===== config.mk =====
export PLATFORM = sky130hd
export DESIGN_NAME = gate_pulse_gen
export DESIGN_NICKNAME = d
export VERILOG_FILES = /design/src/rtl/gate_pulse_pkg.sv /design/src/rtl/gate_timer.sv /design/src/rtl/trail_pulse.sv /design/src/rtl/gate_pulse_gen.sv
export SDC_FILE = /design/constraint.sdc
export NUM_CORES = 1
export LEC_CHECK = 0
export BUFFER_PORTS_ARGS = -buffer_cell sky130_fd_sc_hd__buf_2
export CAP_MARGIN = 15
export CORE_UTILIZATION = 53
export CTS_CLUSTER_SIZE = 12
export DETAILED_ROUTE_END_ITERATION = 8
export PLACE_DENSITY = 0.85
export SLEW_MARGIN = 40
export SYNTH_ARGS = -nofsm -noshare
export SYNTH_HDL_FRONTEND = slang
export SYNTH_SLANG_ARGS = --single-unit

===== constraint.sdc =====
create_clock -name clk -period 2.49 [get_ports clk]
set_input_delay 0 -clock clk [delete_from_list [all_inputs] [get_ports clk]]
set_output_delay 0 -clock clk [all_outputs]
set_load 0.05 [all_outputs]

===== src/rtl/gate_pulse_pkg.sv =====
package gate_pulse_pkg;
  typedef enum logic [1:0] {PW_X1 = 2'd0, PW_X3 = 2'd1, PW_X10 = 2'd2, PW_X30 = 2'd3} pw_code_e;

  function automatic int unsigned pulse_ticks(input logic [1:0] code, input int unsigned unit);
    case (pw_code_e'(code))
      PW_X1:   return unit;
      PW_X3:   return 3 * unit;
      PW_X10:  return 10 * unit;
      default: return 30 * unit;
    endcase
  endfunction
endpackage


===== src/rtl/gate_timer.sv =====
module gate_timer #(
  parameter int CNT_W = 24
) (
  input  logic             clk,
  input  logic             rst,
  input  logic             start_i,
  input  logic             stop_i,
  input  logic             hold_i,
  input  logic [CNT_W-1:0] len_i,
  output logic             gate_q_o,
  output logic             end_o
);
  logic [CNT_W-1:0] cnt_q;
  logic             gate_q;
  logic [CNT_W-1:0] load_val;
  logic             expire;

  always_comb begin
    load_val = (len_i == '0) ? '0 : len_i - 1'b1;
    expire   = gate_q && !hold_i && (cnt_q == '0);
    end_o    = gate_q && (stop_i || (expire && !start_i));
    gate_q_o = gate_q;
  end

  always_ff @(posedge clk) begin
    if (rst) begin
      gate_q <= 1'b0;
      cnt_q  <= '0;
    end else if (stop_i) begin
      gate_q <= 1'b0;
    end else if (start_i) begin
      gate_q <= 1'b1;
      cnt_q  <= load_val;
    end else if (gate_q && !hold_i) begin
      if (cnt_q == '0) gate_q <= 1'b0;
      else             cnt_q  <= cnt_q - 1'b1;
    end
  end

  AST_START_OPENS: assert property (@(posedge clk) disable iff (rst)
    start_i && !stop_i |=> gate_q);
  AST_EXPIRE_CLOSES: assert property (@(posedge clk) disable iff (rst)
    gate_q && !hold_i && cnt_q == '0 && !start_i |=> !gate_q);
  AST_HOLD_KEEPS: assert property (@(posedge clk) disable iff (rst)
    gate_q && hold_i && !stop_i |=> gate_q);
  AST_STOP_CLOSES: assert property (@(posedge clk) disable iff (rst)
    stop_i |=> !gate_q);
endmodule


===== src/rtl/trail_pulse.sv =====
module trail_pulse #(
  parameter int UNIT = 10,
  parameter int PC_W = $clog2(30 * UNIT + 1)
) (
  input  logic       clk,
  input  logic       rst,
  input  logic       trig_i,
  input  logic [1:0] sel_i,
  output logic       active_o
);
  import gate_pulse_pkg::*;
  localparam int MAX_LEN = 30 * UNIT;

  logic [PC_W-1:0] pc_q;
  logic [PC_W-1:0] len_val;

  always_comb begin
    len_val  = PC_W'(pulse_ticks(sel_i, UNIT));
    active_o = (pc_q != '0);
  end

  always_ff @(posedge clk) begin
    if (rst)              pc_q <= '0;
    else if (trig_i)      pc_q <= len_val;
    else if (pc_q != '0)  pc_q <= pc_q - 1'b1;
  end

  AST_NO_OVERFLOW: assert property (@(posedge clk) disable iff (rst)
    pc_q <= PC_W'(MAX_LEN));
  AST_PULSE_FALLS: assert property (@(posedge clk) disable iff (rst)
    !trig_i && pc_q == PC_W'(1) |=> !active_o);
endmodule


===== src/rtl/gate_pulse_gen.sv =====
module gate_pulse_gen #(
  parameter int CNT_W   = 24,
  parameter int PW_UNIT = 10
) (
  input  logic             clk,
  input  logic             rst,
  input  logic             start_i,
  input  logic             stop_i,
  input  logic             or_i,
  input  logic             blank_i,
  input  logic             hold_i,
  input  logic [CNT_W-1:0] len_i,
  input  logic [1:0]       pw_sel_i,
  output logic             gate_o,
  output logic             pulse_o
);
  localparam int PC_W = $clog2(30 * PW_UNIT + 1);

  logic gate_q;
  logic gate_end;
  logic pulse_act;
  logic trig;

  gate_timer #(.CNT_W(CNT_W)) u_timer (
    .clk(clk), .rst(rst), .start_i(start_i), .stop_i(stop_i),
    .hold_i(hold_i), .len_i(len_i), .gate_q_o(gate_q), .end_o(gate_end)
  );

  always_comb trig = gate_end && !blank_i;

  trail_pulse #(.UNIT(PW_UNIT), .PC_W(PC_W)) u_pulse (
    .clk(clk), .rst(rst), .trig_i(trig), .sel_i(pw_sel_i), .active_o(pulse_act)
  );

  always_ff @(posedge clk) begin
    if (rst) begin
      gate_o  <= 1'b0;
      pulse_o <= 1'b0;
    end else begin
      gate_o  <= (gate_q || or_i) && !blank_i;
      pulse_o <= pulse_act;
    end
  end

  AST_BLANK_VETO: assert property (@(posedge clk) disable iff (rst)
    blank_i |=> !gate_o);
  AST_OR_PASS: assert property (@(posedge clk) disable iff (rst)
    or_i && !blank_i |=> gate_o);
  AST_BLANK_SUPPRESS: assert property (@(posedge clk) disable iff (rst)
    gate_end && blank_i && !pulse_act |=> !pulse_act);
endmodule


==> flow_summary.toml, run 1 <==
[drt]
drt-total-wl_um = 7336
ant_nets = 0
wl_per_cell_um = 15.98
wl_met1_um = 3058
num_vias = 2965
avgViaCountPerCell = 6.460
wl_met2_um = 3429
wl_met3_um = 698
highest-signal-layer = "met4"
drtPass1Iterations = 5
initialDrtViolationCount = 254
route.detailed.drc = 0

[synth]
netlist_area_um2 = 2653
synth_ff_type = "dfxtp_1"
netlist.area_leader.share_pct = 27.17
async_reset_ff_share_pct = 0
synth_nets = 383
synth_edf_count = 0
yosysUniqueCellTypes = 57
ys_warn_count = 0
synthAdderAreaFrac_pct = 1.887
synth_area_leaders = "dfxtp_1, nor3_1, xor2_1"
synth-simple-area-share_pct = 30.66
synthMuxAreaShare_pct = 0
synth_area_leader_cell = "dfxtp_1"
synth_top_family_by_area = "simple AND/OR/NAND/NOR gates"
syn_avg_cell_area_um2 = 7.666
synth-seq-cells = 36
synth-seq-area-share_pct = 27.17
synth_compound_area_share_pct = 25.80
synth_xor_xnor_area_share_pct = 8.915
syn_inst = 346

[layout]
nNetsFinal = 428
layout-drive-gt1-share_pct = 20.66
final_common_cell = "dfxtp_1"
areaGrowthSynthToFinish_pct = 18.49
n_fill_cell = 422
design_area_um2 = 3143
final_cell_mix = "dfxtp_1, buf_2, nor3_1"
diodes = 0

[global_routing]
grt.overflow.total = 0
grt_pass1_vias = 2615
grt_antenna_before_repair = 0
grt_usage_pct = 28.43
grt_max_degree = 34
grt_pass1_wl_um = 11900

[floorplanning]
die_w_um = 72.75
core_um2 = 4755
num_io_pins = 35
die_h_um = 72.75
rows = 25
initial_core_util_pct = 55.79
die_area_um2 = 5292

[hold_path]
hold-path-cell-count = 2
min-delay-path-class = "input port to flop"

[pwr]
p_leak_nw = 1.209
p_total_mw = 2.186
vdd_ir_drop_max_v = 0.0003548
power.density_nw_per_um2 = 695.5

[sta]
finalHoldViolations = 0
finalSetupTns_ns = 0
fmax_mhz = 417.3
period_minus_slack_ns = 2.397
tightest_slew_ns = 0.6422
drv_slew = 0
maxSlewHeadroom_pct = 57.19
setup_viol = 0
finClkSkew_ns = 0.007175
finalCritPeriodShare_pct = 96.25
rsz0062_at_grt = "no"

[critical_path]
worstPathBufferInverterCount = 2
cpPeakStageDelay_ns = 0.55
reg2reg_depth = 8
required_ns = 2.71
slowest_stage = "or4_4"
crit_cells = 8
crit_type = "flop to flop"
critPathLaunchType = "flop"
end_kind = "flop"
worstPathArrival_ns = 2.62
cp_max_fo = 6
path_cells = "inv_1 > ha_1 > or4b_4 > or4_4 > o21ai_4 > buf_2 > o21ai_1 > o22ai_1"
crit_family = "simple AND/OR/NAND/NOR gates"

[clock_network]
post_cts_buffers = 0
cts.sinks = 36
root_buffer = "clkbuf_8"
cts_max_level = 2
clk_latency_ns = 0.30
cts_tree = "built"
path_clk_slew_ns = 0.08
cts_buffers = 5
cts_buffer_depth = 2

[status]
status = "complete, no violations"

[place]
dpl.hpwl_um = 5139
place.gp.congestion = 0.9928
io_buffers = 34
placed_area_um2 = 2952

[run]
drv_cap = 0
-- final cells by class --
cell class / count / area (µm²) / share of cell area [%]
Sequential cell: 36 / 720.7 / 22.93
Inverter: 14 / 52.55 / 1.672
Clock buffer: 5 / 68.82 / 2.189
Multi-Input combinational cell: 278 / 1815 / 57.76
Tap cell: 67 / 83.83 / 2.667
Clock inverter: 3 / 42.54 / 1.354
Timing Repair Buffer: 56 / 359.1 / 11.43
-- stage by stage --
stage / std cells / worst slack (ns) / util, % / hold WS (ns)
global placement: 446 / 0.09204 / 62.08 / 0.2197
global route: 459 / 0.01680 / 66.11 / 0.02793
floorplan: 346 / 0.06096 / - / 0.07931
finish: 459 / 0.09342 / 66.11 / 0.02925
detailed placement: 446 / 0.05321 / 62.08 / 0.2209
CTS: 458 / 0.04119 / 65.26 / 0.01497
-- worst reg2reg max path, cell delays in order, from the launching register on --
cell,delay (ns)
dfxtp_1,0.33
inv_1,0.07
ha_1,0.16
or4b_4,0.49
or4_4,0.55
o21ai_4,0.22
buf_2,0.24
o21ai_1,0.10
o22ai_1,0.15
-- path summary, 6_finish.rpt --
kind	end	start	slack, ns
hold / removal	u_pulse.pc_q[8]$_SDFFE_PP0P_	pw_sel_i[0]	0.03
setup reg to reg	u_timer.cnt_q[7]$_SDFFE_PP0P_	u_timer.cnt_q[0]$_SDFFE_PP0P_	0.09
hold reg to reg	u_timer.cnt_q[0]$_SDFFE_PP0P_	u_timer.cnt_q[0]$_SDFFE_PP0P_	0.51
setup / recovery	u_timer.cnt_q[7]$_SDFFE_PP0P_	u_timer.cnt_q[0]$_SDFFE_PP0P_	0.09
-- sequential cells by signal, indices dropped and copies added, names as in the netlist --
register	flops
gate_o	1
u_pulse.pc_q	9
pulse_o	1
u_timer.gate_q_o	1
u_timer.cnt_q	24
-- report_power, final --
group | total (mW) | leakage (nW) | internal (mW) | switching [mW]
logic | 0.928 | 0.860 | 0.393 | 0.535
registers | 0.735 | 0.295 | 0.660 | 0.0745
clock network | 0.523 | 0.0541 | 0.296 | 0.227
total | 2.19 | 1.21 | 1.35 | 0.837
-- synthesized netlist by cell type (all sizes together) (2+ instances only) --
master and count:
or4b 2, o41ai 2, a31oi 14, a22oi 2, dfxtp 36, a21oi 23, a211oi 3, a41oi 2
o21ai 21, buf 7, nor4 16, or2 2, or3 7, xor2 17, and4 2, o22ai 5
xnor2 10, clkbuf 11, nand4 10, or4 6, o211ai 5, a41o 4, ha 4, nand2 11
and2 3, nor2 33, a32oi 4, o32ai 4, nand3 17, nor3 33, inv 14
-- routing by layer --
metal	vias to the layer above	GRT usage, %
li1	1425	-
met1	1322	37.90
met2	195	46.94
met3	23	3.039
met4	0	11.55
met5	-	0
-- what timing repair did --
item	4_1_cts	5_1_grt
hold endpoints to repair	3	0
resized for setup	0	7
endpoints found under the setup margin	0	22
hold buffers	4	0
-- kinds of logic (layout without fill, tap and decap cells) --
group / count (synthesis) / in the layout
AND/OR/NAND/NOR: 147 / 147
buffers and inverters: 32 / 78
AO/OA/AOI/OAI: 100 / 100
XOR/XNOR: 27 / 27
flip-flops: 36 / 36
adder cells (fa/ha/maj): 4 / 4
No activity file was read; power rests on OpenSTA's default activity.
==> run 2: changes to the inputs <==
==> constraint.sdc (replaced) <==
create_clock -name clk -period 2.49 [get_ports clk]
set_input_delay 0.498 -clock clk [delete_from_list [all_inputs] [get_ports clk]]
set_output_delay 0.498 -clock clk [all_outputs]
set_load 0.05 [all_outputs]
==> run 2 against run 1 <==
Against the previous run: sequential power grew 0.5%; largest power group unchanged; clock skew is 0.00075 ns lower; critical path depth rose by 1.
==> flow_summary.toml, run 2 (synthesis gave the netlist of run 1 again) <==
[status]
status = "complete, no violations"

[critical_path]
slowest_stage = "or4b_4"
crit_type = "flop to flop"
required_ns = 2.68
worstPathArrival_ns = 2.59
cpPeakStageDelay_ns = 0.50
path_cells = "inv_1 > ha_1 > or4b_4 > nor4_4 > a41oi_1 > nor3b_4 > buf_12 > nor3_1 > a41o_1"
cp_max_fo = 16
end_kind = "flop"
critPathLaunchType = "flop"

[clock_network]
cts_buffer_depth = 2
root_buffer = "clkbuf_8"
cts_hold_buf = 0
cts_buffers = 5
cts_tree = "built"
cts_max_level = 2
path_clk_slew_ns = 0.08
clk_latency_ns = 0.30
cts.sinks = 36

[sta]
rsz0062_at_grt = "no"
finalCritPeriodShare_pct = 96.57
maxSlewHeadroom_pct = 63.68
finalHoldViolations = 0
period_minus_slack_ns = 2.404
finClkSkew_ns = 0.006423
drv_slew = 0
setup_viol = 0
tightest_slew_ns = 0.5398
fmax_mhz = 415.9
finalSetupTns_ns = 0
worst_slack_ns = 0.08552

[layout]
final_common_cell = "dfxtp_1"
n_fill_cell = 425
areaGrowthSynthToFinish_pct = 18.77
layout-drive-gt1-share_pct = 21.37
final_core_util_pct = 66.26
fin_cells = 460
reg_top3 = "u_timer.cnt_q (24), u_pulse.pc_q (9)"
diodes = 0
regMostFlops = "u_timer.cnt_q"
largest_reg_flops = 24
nNetsFinal = 429
final_cell_mix = "dfxtp_1, buf_2, nor3_1"

[global_routing]
grt_pass1_vias = 2701
grt_usage_pct = 29.51
grt.overflow.total = 0
grt_antenna_before_repair = 0
grt_pass1_wl_um = 12340
grt_max_degree = 29

[place]
dpl.hpwl_um = 5561
io_buffers = 34
place_inst = 452
place.gp.congestion = 0.9520
dp_slack_ns = 0.02523

[drt]
wl_per_cell_um = 16.29
ant_nets = 0
num_vias = 3007
avgViaCountPerCell = 6.537
drtPass1Iterations = 5
route.detailed.drc = 0
drt-total-wl_um = 7493
initialDrtViolationCount = 224

[hold_path]
min-delay-path-class = "input port to flop"

[floorplanning]
rows = 25
die_area_um2 = 5292
die_w_um = 72.75
num_io_pins = 35
die_h_um = 72.75
initial_core_util_pct = 55.79
core_um2 = 4755

[pwr]
vdd_ir_drop_max_v = 0.0003097
power.density_nw_per_um2 = 709.3
p_leak_nw = 1.228

[run]
drv_cap = 0
-- run 2: changes by cell type in the layout (fill, tap and decap cells not counted), sizes merged --
cell,previous run,this run
clkbuf,5,7
dlygate4sd3,4,0
buf,52,57
clkinv,1,0
clkinvlp,1,0
-- run 2: through the flow --
step	area (µm²)	hold slack, ns	total power, mW
2_1_floorplan	2653	0.4600	1.417
3_3_place_gp	3009	0.4749	1.623
3_5_place_dp	3009	0.4904	1.644
4_1_cts	3139	0.4141	2.218
5_1_grt	3151	0.4017	2.373
6_report	3151	0.4160	2.235
-- run 2: layout make-up --
cell class                 count  area (µm²)  area share [%]
timing repair buffer          57       371.6           11.80
multi-input combinational    278        1795           56.99
tap                           67       83.83           2.661
inverter                      14       52.55           1.668
clock buffer                   7       96.34           3.058
clock inverter                 1       30.03          0.9531
sequential                    36       720.7           22.88
-- run 2: routing by layer --
metal  track usage (%)  vias to the layer above  routed length (µm)  part of all wire [%]
met3             5.663                       21                 685                   9.1
met4             10.24                        0                 110                   1.5
met1             37.86                     1368                3061                    41
met2             49.43                      181                3635                    49
met5                 0                        -                   0                     0
li1                  -                     1437                   -                     -
-- run 2: repair_timing --
action | CTS | global route
endpoints found under the hold margin | 0 | 0
pin swaps | 0 | 1
setup endpoints to repair | 3 | 16
setup buffers | 0 | 0
resized for setup | 1 | 3
-- run 2: worst paths after layout --
kind	startpoint	end	slack (ns)	cells after the start
worst min-delay path	blank_i	gate_o$_SDFF_PP0_	0.42	2
worst max-delay path	u_timer.cnt_q[0]$_SDFFE_PP0P_	u_pulse.pc_q[8]$_SDFFE_PP0P_	0.09	9
worst max register to register	u_timer.cnt_q[0]$_SDFFE_PP0P_	u_pulse.pc_q[8]$_SDFFE_PP0P_	0.09	9
worst min register to register	u_timer.cnt_q[4]$_SDFFE_PP0P_	u_timer.cnt_q[4]$_SDFFE_PP0P_	0.51	2
-- run 2: report_power, final --
group	leakage [nW]	internal, mW	switching (mW)	total [mW]
combinational	0.868	0.389	0.530	0.920
clock	0.0645	0.354	0.223	0.576
sequential	0.295	0.660	0.0785	0.739
total	1.23	1.40	0.831	2.23
-- run 2: critical path, delay by kind of cell, from the launching register on --
kind | cells | cell delay (ns)
buf+inv | 2 | 0.25
flops | 1 | 0.33
simple gates | 4 | 1.11
fa+ha+maj | 1 | 0.17
compound gates | 2 | 0.43
==> run 3: changes to the inputs <==
--- a/config.mk
+++ b/config.mk
@@ -5,6 +5,7 @@
 export SDC_FILE = /design/constraint.sdc
 export NUM_CORES = 1
 export LEC_CHECK = 0
+export ABC_CLOCK_PERIOD_IN_PS = 2000
 export BUFFER_PORTS_ARGS = -buffer_cell sky130_fd_sc_hd__buf_2
 export CAP_MARGIN = 15
 export CORE_UTILIZATION = 53
==> constraint.sdc (replaced) <==
create_clock -name clk -period 2 [get_ports clk]
set_input_delay 0.4 -clock clk [delete_from_list [all_inputs] [get_ports clk]]
set_output_delay 0.4 -clock clk [all_outputs]
set_load 0.05 [all_outputs]
==> run 3 against run 2 <==
Against the previous run: the run now ends with setup timing left; wire length is 32% higher; critical endpoint is now u_timer.cnt_q[0]$_SDFFE_PP0P_; largest power group unchanged; highest routed layer unchanged; critical path type unchanged; cell count is 14% higher; utilization is 17 points higher; combinational power is 70% higher.
==> flow_summary.toml, run 3 (synthesis gave the netlist of run 1 again) <==
[status]
status = "finished, violations left"
violations = "setup timing"

[layout]
n_fill_cell = 286
fin_cells = 525
areaGrowthSynthToFinish_pct = 48.49
layout-drive-gt1-share_pct = 40.39
final_core_util_pct = 82.84
regMostFlops = "u_timer.cnt_q"
seqCellArea_um2 = 723.2
reg_top3 = "u_timer.cnt_q (24), u_pulse.pc_q (9)"
design_area_um2 = 3939
multi_input_area_um2 = 2007
largest_reg_flops = 24
final_common_cell = "buf_4"
diodes = 0
nNetsFinal = 494
final_cell_mix = "buf_4, dfxtp_1, buf_2"

[sta]
period_minus_slack_ns = 2.365
finalHoldViolations = 0
fmax_mhz = 422.8
rsz0062_at_grt = "yes"
tightest_slew_ns = 0.5641
finalCritPeriodShare_pct = 118.2
drv_slew = 0
setup_viol = 33
maxSlewHeadroom_pct = 62.05
worst_slack_ns = -0.3649
finClkSkew_ns = 0.006092

[drt]
ant_nets = 0
initialDrtViolationCount = 492
route.detailed.drc = 0
drtPass1Iterations = 6
num_vias = 3534
drt-total-wl_um = 9925
wl_per_cell_um = 18.90
avgViaCountPerCell = 6.731

[global_routing]
grt_pass1_wl_um = 15320
grt_pass1_vias = 3428
grt_usage_pct = 37.34
grt_antenna_before_repair = 0
grt_max_degree = 32
grt.overflow.total = 0

[pwr]
power.density_nw_per_um2 = 859.0
p_leak_nw = 1.623
vdd_ir_drop_max_v = 0.0005095
p_total_mw = 3.383

[run]
drv_cap = 0

[clock_network]
cts_buffers = 5
cts_tree = "built"
cts_buffer_depth = 2
cts.sinks = 36
path_clk_slew_ns = 0.08
clk_latency_ns = 0.30
cts_max_level = 2
root_buffer = "clkbuf_8"

[place]
dpl.hpwl_um = 6550
placed_area_um2 = 3516
io_buffers = 34
place_inst = 506
dp_slack_ns = -0.4228
place.gp.congestion = 0.9158

[critical_path]
critPathLaunchType = "flop"
end_kind = "flop"
cp_max_fo = 5
required_ns = 2.22
path_cells = "inv_2 > ha_4 > or4b_4 > or4_4 > o21ai_4 > buf_4 > nand2_1 > a31oi_1"
crit_type = "flop to flop"
cpPeakStageDelay_ns = 0.58
worstPathArrival_ns = 2.58
slowest_stage = "or4_4"

[floorplanning]
die_w_um = 72.75
initial_core_util_pct = 55.79
die_h_um = 72.75
core_um2 = 4755
num_io_pins = 35
rows = 25
die_area_um2 = 5292

[hold_path]
min-delay-path-class = "input port to flop"
run 3: through the flow:
step / TNS [ns] / hold WS [ns]
final: -9.393 / 0.3116
after global routing: -11.37 / 0.3236
after CTS: -7.515 / 0.3121
after detailed placement: -9.884 / 0.5017
after global placement: -8.323 / 0.4902
after floorplan: -5.295 / 0.4600
run 3: worst paths after layout:
kind,startpoint,to,slack (ns),cells after the start
max,u_timer.cnt_q[0]$_SDFFE_PP0P_,u_timer.cnt_q[0]$_SDFFE_PP0P_,-0.36,8
min,blank_i,gate_o$_SDFF_PP0_,0.31,2
min reg2reg,u_timer.gate_q_o$_SDFFE_PP0P_,gate_o$_SDFF_PP0_,0.54,2
max reg2reg,u_timer.cnt_q[0]$_SDFFE_PP0P_,u_timer.cnt_q[0]$_SDFFE_PP0P_,-0.36,8
run 3: layout make-up:
class | count | share of cell area [%]
clock inverter | 3 | 2.287
multi-input combinational | 278 | 50.95
tap | 67 | 2.128
clock buffer | 5 | 1.747
timing repair buffer | 122 | 23.13
inverter | 14 | 1.398
sequential | 36 | 18.36
run 3: where the power goes:
| part | internal (mW) | leakage, nW | switching, mW |
|---|---|---|---|
| clock network | 0.624 | 0.0784 | 0.288 |
| logic | 0.691 | 1.25 | 0.869 |
| registers | 0.823 | 0.296 | 0.0891 |
| total | 2.14 | 1.62 | 1.25 |
run 3: critical path: cells and delay by family (launching register included):
| family | cells | cell delay (ns) |
|---|---|---|
| buffers and inverters | 2 | 0.28 |
| AO/OA/AOI/OAI | 2 | 0.39 |
| AND/OR/NAND/NOR | 3 | 1.15 |
| flip-flops | 1 | 0.33 |
| adder cells (fa/ha/maj) | 1 | 0.12 |
run 3: what timing repair did:
action,in CTS,in global routing
buffers inserted,6,5
hold buffers,0,0
endpoints found under the setup margin,33,33
gates cloned,1,0
pin swaps,9,18
resized for setup,24,15
run 3: metal layers:
layer,track usage [%],part of all wire (%),vias to the layer above
met3,7.320,10,87
met1,43.32,36,1607
met4,17.65,5.5,0
li1,-,-,1553
met5,0,0,-
met2,65.84,48,287
